<file path="config.mk">
export PLATFORM = sky130hd
export DESIGN_NAME = dma_start_gate
export DESIGN_NICKNAME = d
export VERILOG_FILES = /design/src/rtl/dma_gate_pkg.sv /design/src/rtl/dma_gate_decode.sv /design/src/rtl/dma_gate_chan.sv /design/src/rtl/dma_gate_launch.sv /design/src/rtl/dma_start_gate.sv
export SDC_FILE = /design/constraint.sdc
export NUM_CORES = 2
export LEC_CHECK = 0
export BUFFER_PORTS_ARGS = -buffer_cell sky130_fd_sc_hd__buf_2
export CORE_ASPECT_RATIO = 0.7
export CORE_UTILIZATION = 55
export DETAILED_ROUTE_END_ITERATION = 10
export PLACE_DENSITY = 0.76
export SLEW_MARGIN = 20
export SYNTH_ARGS = -nofsm -noshare
export SYNTH_HDL_FRONTEND = slang
export SYNTH_SLANG_ARGS = --single-unit
</file>
<file path="constraint.sdc">
create_clock -name clk -period 2.21 [get_ports clk]
set_input_delay 0.1105 -clock clk [delete_from_list [all_inputs] [get_ports clk]]
set_output_delay 0.1105 -clock clk [all_outputs]
set_load 0.05 [all_outputs]
</file>
<file path="src/rtl/dma_gate_pkg.sv">
package dma_gate_pkg;

   localparam int CH_IDX_W = 3;

   typedef enum logic [1:0] {
      SEL_ADDR  = 2'd0,
      SEL_COUNT = 2'd1,
      SEL_CTRL  = 2'd2,
      SEL_NONE  = 2'd3
   } reg_sel_e;

   typedef struct packed {
      logic                hit_ch;
      logic                hit_pcr;
      logic [CH_IDX_W-1:0] ch;
      reg_sel_e            sel;
   } dec_t;

endpackage

</file>
<file path="src/rtl/dma_gate_decode.sv">
module dma_gate_decode
   import dma_gate_pkg::*;
#(
   parameter int ADDR_W   = 16,
   parameter int BASE     = 'h1080,
   parameter int PCR_OFF  = 'h10F0,
   parameter int NUM_CH   = 7,
   parameter int SKIP_CH  = 5
) (
   input  logic [ADDR_W-1:0] addr,
   output dec_t              dec
);
   localparam logic [ADDR_W-1:0] BASE_A = ADDR_W'(BASE);
   localparam logic [ADDR_W-1:0] END_A  = ADDR_W'(BASE + NUM_CH * 16);
   localparam logic [ADDR_W-1:0] PCR_A  = ADDR_W'(PCR_OFF);

   logic [ADDR_W-1:0] off;
   logic              in_win;
   logic              aligned;
   logic              off_unused;

   always_comb begin
      off        = addr - BASE_A;
      off_unused = ^off;
      in_win     = (addr >= BASE_A) && (addr < END_A);
      aligned    = (addr[1:0] == 2'b00);
      dec.ch     = off[4 +: CH_IDX_W];
      dec.sel    = reg_sel_e'(off[3:2]);
      dec.hit_ch = in_win && aligned && (dec.sel != SEL_NONE) &&
                   (dec.ch != CH_IDX_W'(SKIP_CH));
      dec.hit_pcr = (addr == PCR_A);
   end
endmodule

</file>
<file path="src/rtl/dma_gate_chan.sv">
module dma_gate_chan #(
   parameter int DATA_W    = 32,
   parameter int START_BIT = 24
) (
   input  logic              clk,
   input  logic              rst_n,
   input  logic              we_madr,
   input  logic              we_bcr,
   input  logic              we_chcr,
   input  logic [DATA_W-1:0] wdata,
   input  logic              done,
   output logic [DATA_W-1:0] madr,
   output logic [DATA_W-1:0] bcr,
   output logic [DATA_W-1:0] chcr
);
   localparam logic [DATA_W-1:0] START_MASK = DATA_W'(1) << START_BIT;

   always_ff @(posedge clk) begin
      if (!rst_n) begin
         madr <= '0;
         bcr  <= '0;
         chcr <= '0;
      end else begin
         if (we_madr) madr <= wdata;
         if (we_bcr)  bcr  <= wdata;
         if (we_chcr)   chcr <= wdata;
         else if (done) chcr <= chcr & ~START_MASK;
      end
   end
endmodule

</file>
<file path="src/rtl/dma_gate_launch.sv">
module dma_gate_launch #(
   parameter int DATA_W = 32,
   parameter int CH_W   = 3
) (
   input  logic              clk,
   input  logic              rst_n,
   input  logic              fire,
   input  logic              again,
   input  logic [CH_W-1:0]   chan,
   input  logic [DATA_W-1:0] madr,
   input  logic [DATA_W-1:0] bcr,
   input  logic [DATA_W-1:0] chcr,
   output logic              req_valid,
   output logic [CH_W-1:0]   req_chan,
   output logic [DATA_W-1:0] req_madr,
   output logic [DATA_W-1:0] req_bcr,
   output logic [DATA_W-1:0] req_chcr,
   output logic              req_again
);
   always_ff @(posedge clk) begin
      if (!rst_n) begin
         req_valid <= 1'b0;
         req_again <= 1'b0;
         req_chan  <= '0;
         req_madr  <= '0;
         req_bcr   <= '0;
         req_chcr  <= '0;
      end else begin
         req_valid <= fire;
         req_again <= again;
         if (fire) begin
            req_chan <= chan;
            req_madr <= madr;
            req_bcr  <= bcr;
            req_chcr <= chcr;
         end
      end
   end
endmodule

</file>
<file path="src/rtl/dma_start_gate.sv">
module dma_start_gate
   import dma_gate_pkg::*;
#(
   parameter int ADDR_W    = 16,
   parameter int DATA_W    = 32,
   parameter int NUM_CH    = 7,
   parameter int SKIP_CH   = 5,
   parameter int START_BIT = 24,
   parameter int BASE      = 'h1080,
   parameter int PCR_OFF   = 'h10F0
) (
   input  logic                clk,
   input  logic                rst_n,
   input  logic                bus_wr,
   input  logic [ADDR_W-1:0]   bus_addr,
   input  logic [DATA_W-1:0]   bus_wdata,
   output logic [DATA_W-1:0]   bus_rdata,
   input  logic [NUM_CH-1:0]   xfer_done,
   output logic                start_valid,
   output logic [CH_IDX_W-1:0] start_chan,
   output logic [DATA_W-1:0]   start_madr,
   output logic [DATA_W-1:0]   start_bcr,
   output logic [DATA_W-1:0]   start_chcr,
   output logic                restart_seen
);
   localparam int SLOTS = 1 << CH_IDX_W;

   if (NUM_CH > SLOTS) begin : g_bad_count
      $error("NUM_CH exceeds the channel index range");
   end
   if (DATA_W < 4 * NUM_CH) begin : g_bad_width
      $error("DATA_W too narrow for one enable nibble per channel");
   end
   if (START_BIT >= DATA_W) begin : g_bad_start
      $error("START_BIT outside the data word");
   end
   if (PCR_OFF < BASE + NUM_CH * 16) begin : g_bad_pcr
      $error("enable register overlaps the channel window");
   end

   dec_t              dec;
   logic [DATA_W-1:0] pcr_q;
   logic [DATA_W-1:0] madr_q [SLOTS];
   logic [DATA_W-1:0] bcr_q  [SLOTS];
   logic [DATA_W-1:0] chcr_q [SLOTS];
   logic [SLOTS-1:0]  en_vec;
   logic              ctrl_wr;
   logic              fire;
   logic              again;

   dma_gate_decode #(
      .ADDR_W (ADDR_W), .BASE (BASE), .PCR_OFF (PCR_OFF),
      .NUM_CH (NUM_CH), .SKIP_CH (SKIP_CH)
   ) u_dec (
      .addr (bus_addr),
      .dec  (dec)
   );

   always_ff @(posedge clk) begin
      if (!rst_n)                    pcr_q <= '0;
      else if (bus_wr && dec.hit_pcr) pcr_q <= bus_wdata;
   end

   for (genvar i = 0; i < SLOTS; i++) begin : g_ch
      if (i < NUM_CH && i != SKIP_CH) begin : g_live
         logic sel_me;
         assign sel_me    = bus_wr && dec.hit_ch && (dec.ch == CH_IDX_W'(i));
         assign en_vec[i] = pcr_q[4*i + 3];
         dma_gate_chan #(.DATA_W (DATA_W), .START_BIT (START_BIT)) u_chan (
            .clk     (clk),
            .rst_n   (rst_n),
            .we_madr (sel_me && dec.sel == SEL_ADDR),
            .we_bcr  (sel_me && dec.sel == SEL_COUNT),
            .we_chcr (sel_me && dec.sel == SEL_CTRL),
            .wdata   (bus_wdata),
            .done    (xfer_done[i]),
            .madr    (madr_q[i]),
            .bcr     (bcr_q[i]),
            .chcr    (chcr_q[i])
         );
      end else begin : g_hole
         assign en_vec[i] = 1'b0;
         assign madr_q[i] = '0;
         assign bcr_q[i]  = '0;
         assign chcr_q[i] = '0;
      end
   end

   if (SKIP_CH < NUM_CH) begin : g_skip_done
      logic done_unused;
      assign done_unused = xfer_done[SKIP_CH];
   end

   always_comb begin
      ctrl_wr = bus_wr && dec.hit_ch && (dec.sel == SEL_CTRL);
      fire    = ctrl_wr && bus_wdata[START_BIT] && en_vec[dec.ch];
      again   = ctrl_wr && bus_wdata[START_BIT] && chcr_q[dec.ch][START_BIT];
   end

   always_comb begin
      bus_rdata = '0;
      if (dec.hit_ch) begin
         unique case (dec.sel)
            SEL_ADDR:  bus_rdata = madr_q[dec.ch];
            SEL_COUNT: bus_rdata = bcr_q[dec.ch];
            SEL_CTRL:  bus_rdata = chcr_q[dec.ch];
            default:   bus_rdata = '0;
         endcase
      end else if (dec.hit_pcr) begin
         bus_rdata = pcr_q;
      end
   end

   dma_gate_launch #(.DATA_W (DATA_W), .CH_W (CH_IDX_W)) u_launch (
      .clk       (clk),
      .rst_n     (rst_n),
      .fire      (fire),
      .again     (again),
      .chan      (dec.ch),
      .madr      (madr_q[dec.ch]),
      .bcr       (bcr_q[dec.ch]),
      .chcr      (bus_wdata),
      .req_valid (start_valid),
      .req_chan  (start_chan),
      .req_madr  (start_madr),
      .req_bcr   (start_bcr),
      .req_chcr  (start_chcr),
      .req_again (restart_seen)
   );
endmodule

</file>
==> flow_summary.toml <==
[setup_path]
cp_cell_sequence = "mux4_2 -> nor2_4 -> nor2_2 -> o21ai_1 -> buf_4 -> o221ai_4 -> buf_6"
arrival_ns = 2.23
cp_slowest_cell = "sky130_fd_sc_hd__mux4_2"
critical_path.max_fanout = 2
cp_slowest_stage_delay_ns = 0.52
crit_path_end_kind = "primary output"
required_ns = 2.10
category_of_the_most_critical_setup_path = "flop to primary output"
setup.reg_to_reg.worst_slack_ns = 0.20
critical_path_startpoint_category = "flop"

[routing]
avgViaCountPerCell = 6.11
wl_per_cell_um = 23.4
num_vias = 28727
final_antenna_net_count = 0
firstDrtPassIters = 6
routed_wl_mm = 110
drc = 0
drt-initial-drc-count = 3600

[layout]
fin_nets = 3898
area_growth_pct = 20.9
post-route-cell-area_sq_um = 41000
n_antenna_cell = 0
final.fill_count = 4517
drive_above_1_share_pct = 32.4

[synth]
yosys.cell_count.top_type = "sky130_fd_sc_hd__nand2_1"
postSynthNetCount = 3669
synthDominantCellAreaShare_pct = 41.8
yosys.cell_types.count = 52
yosys_register_bits = 709
synthesis.area_per_instance_sq_um = 9.40
synth.cells.most_frequent = "957 x sky130_fd_sc_hd__nand2_1, 709 x sky130_fd_sc_hd__dfxtp_1, 486 x sky130_fd_sc_hd__mux2i_1"
cell_taking_the_most_area_after_synthesis = "sky130_fd_sc_hd__dfxtp_1"
syn-cell-area_sq_um = 33900
syn-instance-count = 3611
synth_edf_count = 0
post_synth_main_area_contributors = "sky130_fd_sc_hd__dfxtp_1 42%, sky130_fd_sc_hd__mux2i_1 14%, sky130_fd_sc_hd__nand2_1 11%"
synth-async-reset-ratio_pct = 0
synth_seq_area_share_pct = 41.8
number_of_warnings_issued_by_yosys = 0
ys_dominant_reg_cell = "sky130_fd_sc_hd__dfxtp_1"

[sta]
fmax_mhz = 428
fin_worst_skew_ns = 0.0316
hold_violations = 0
rsz0062_at_grt = "true"
max-slew-margin-rel_pct = 50.8
setup_ws_ns = -0.127
timing_worst_slew_pin_value_ns = 0.736
total_of_endpoints_with_negative_setup_slack_in_the_final_report = 30
timing.final.crit_period_ns = 2.34
finalCritPeriodShare_pct = 106
final-max-slew-violation-count = 0

[clock_network]
clkSinkCount = 709
clock_tree.htree_level_count = 3
cts_tree = "yes"
clkLatencyLatePin_ns = 0.64
clock_tree.buffer_depth = 3
cts_root_buf = "sky130_fd_sc_hd__clkbuf_16"
cts-buffers-inserted = 69
path_clk_slew_ns = 0.06

[pwr]
power_density_nw_per_um2 = 653
leak_uw = 0.0164
vdd_drop_max_uv = 536

[floorplan]
top_level_ports = 191
start_util_pct = 56.1
floorplan.die.width_um = 299
floorplan.core_area_sq_um = 60400
row_count = 75
die_area_sq_um = 62700
die_height_um = 210

[placed_design]
pre_cts_ws_ns = -0.521
placement.io_buffers = 189
dpl.hpwl_mm = 74.4
place.gp.congestion = 0.969
postPlaceCellArea_sq_um = 37500

[global_route]
via_count_of_the_first_global_routing_pass = 26927
grt.total_usage_pct = 34.2
grt_pass1_wl_mm = 166
antenna_found_initial = 1
grt-ovfl-total = 0
grt_most_used_layer = "met1"
use_met2_pct = 45.7
grt_start_max_net_pins = 93
gr-usage-met1_pct = 50.2
grtUsageMet3_pct = 12.8

[hold_path]
hold_path.class = "input port to flop"

[status]
status = "finished, violations left"
violations = "setup timing"

[run]
maxCapViolCount = 0
==> layout make-up <==
type	instances	area [sq um]	share of cell area [%]
clock buffer	101	2020	4.93
clock inverter	23	277	0.674
inverter	3	11.3	0.0274
multi-input combinational	2554	18800	45.8
sequential	709	14300	34.8
tap	808	1010	2.46
timing repair buffer	503	4670	11.4
==> cells in the final DEF, fill, tap and decap left out, types with 18 or more instances in the layout <==
cell / count
sky130_fd_sc_hd__a21boi_0: 111
sky130_fd_sc_hd__a21boi_1: 61
sky130_fd_sc_hd__a21boi_2: 180
sky130_fd_sc_hd__a21oi_1: 61
sky130_fd_sc_hd__buf_12: 79
sky130_fd_sc_hd__buf_2: 151
sky130_fd_sc_hd__buf_4: 196
sky130_fd_sc_hd__buf_6: 35
sky130_fd_sc_hd__clkbuf_1: 18
sky130_fd_sc_hd__clkbuf_16: 73
sky130_fd_sc_hd__dfxtp_1: 649
sky130_fd_sc_hd__dfxtp_2: 60
sky130_fd_sc_hd__dlygate4sd3_1: 38
sky130_fd_sc_hd__mux2_2: 64
sky130_fd_sc_hd__mux2i_1: 483
sky130_fd_sc_hd__mux4_2: 60
sky130_fd_sc_hd__nand2_1: 932
sky130_fd_sc_hd__nand2_2: 184
sky130_fd_sc_hd__nor2_1: 62
sky130_fd_sc_hd__nor2_2: 33
sky130_fd_sc_hd__o211a_1: 64
sky130_fd_sc_hd__o21ai_2: 23
sky130_fd_sc_hd__o221ai_1: 30
sky130_fd_sc_hd__o221ai_2: 19
sky130_fd_sc_hd__o22ai_1: 63
==> metal layers <==
metal | wire (um) | vias up
met3 | 15800 | 247
met1 | 47300 | 13970
met5 | 9 | -
met4 | 3360 | 2
met2 | 43500 | 1648
li1 | - | 12860
==> critical path, delay by kind of cell, from the launching register on <==
family | cells | cell delay (ns)
multiplexers | 1 | 0.52
buffers and inverters | 2 | 0.31
flip-flops | 1 | 0.33
AND/OR/NAND/NOR | 2 | 0.21
AO/OA/AOI/OAI | 2 | 0.24
==> cells by family (layout without fill, tap and decap cells) <==
kind of cell,Yosys count,count (layout),share of synthesized area (%)
multiplexers,611,611,20.5
AO/OA/AOI/OAI,648,648,16.1
AND/OR/NAND/NOR,1295,1295,16.4
buffers and inverters,348,630,5.14
flip-flops,709,709,41.8
==> state kept, by name (all words and copies together), names as in the netlist, 3 cells and up <==
| register | cells |
|---|---|
| g_ch.g_live.u_chan.bcr | 192 |
| g_ch.g_live.u_chan.chcr | 192 |
| g_ch.g_live.u_chan.madr | 192 |
| pcr_q | 32 |
| u_launch.req_bcr | 32 |
| u_launch.req_chcr | 32 |
| u_launch.req_madr | 32 |
| u_launch.req_chan | 3 |
==> power breakdown <==
part,switching (uW),total (uW),internal (uW)
Sequential,0.0367,12800,12800
Clock,5270,12200,6970
Combinational,1160,1800,640
Total,6430,26800,20400
==> stage by stage <==
stage               std cells  hold slack (ns)  TNS (ns)  utilization (%)  total power [uW]
CTS                      4692           0.0241     -2.17             67.4             26800
detailed placement       4526            0.398   -251.74             62.0             14700
global placement         4526            0.403   -255.10             62.0             14700
finish                   4701           0.0448     -1.86             67.9             26800
global route             4701           0.0959     -3.55             67.9             27500
floorplan                3611            0.250    -18.17                -             14000
==> worst paths after layout <==
kind	endpoint	startpoint	cells past startpoint
worst max-delay path	bus_rdata[15]	g_ch[2].g_live.u_chan.chcr[15]	7
worst min-delay path	u_launch.req_chan[2]	bus_addr[6]	4
worst max register to register	u_launch.req_chcr[11]	pcr_q[7]	6
worst min register to register	g_ch[4].g_live.u_chan.bcr[6]	g_ch[4].g_live.u_chan.bcr[6]	2
==> repair_timing <==
item / 4_1_cts / 5_1_grt
cloned: 1 / 1
hold endpoints to repair: 304 / 0
endpoints found under the setup margin: 32 / 32
gates resized for setup: 189 / 68
buffers inserted: 9 / 8
pin swaps: 39 / 46
hold buffers: 38 / 0
(Power assumes the default switching activity.)
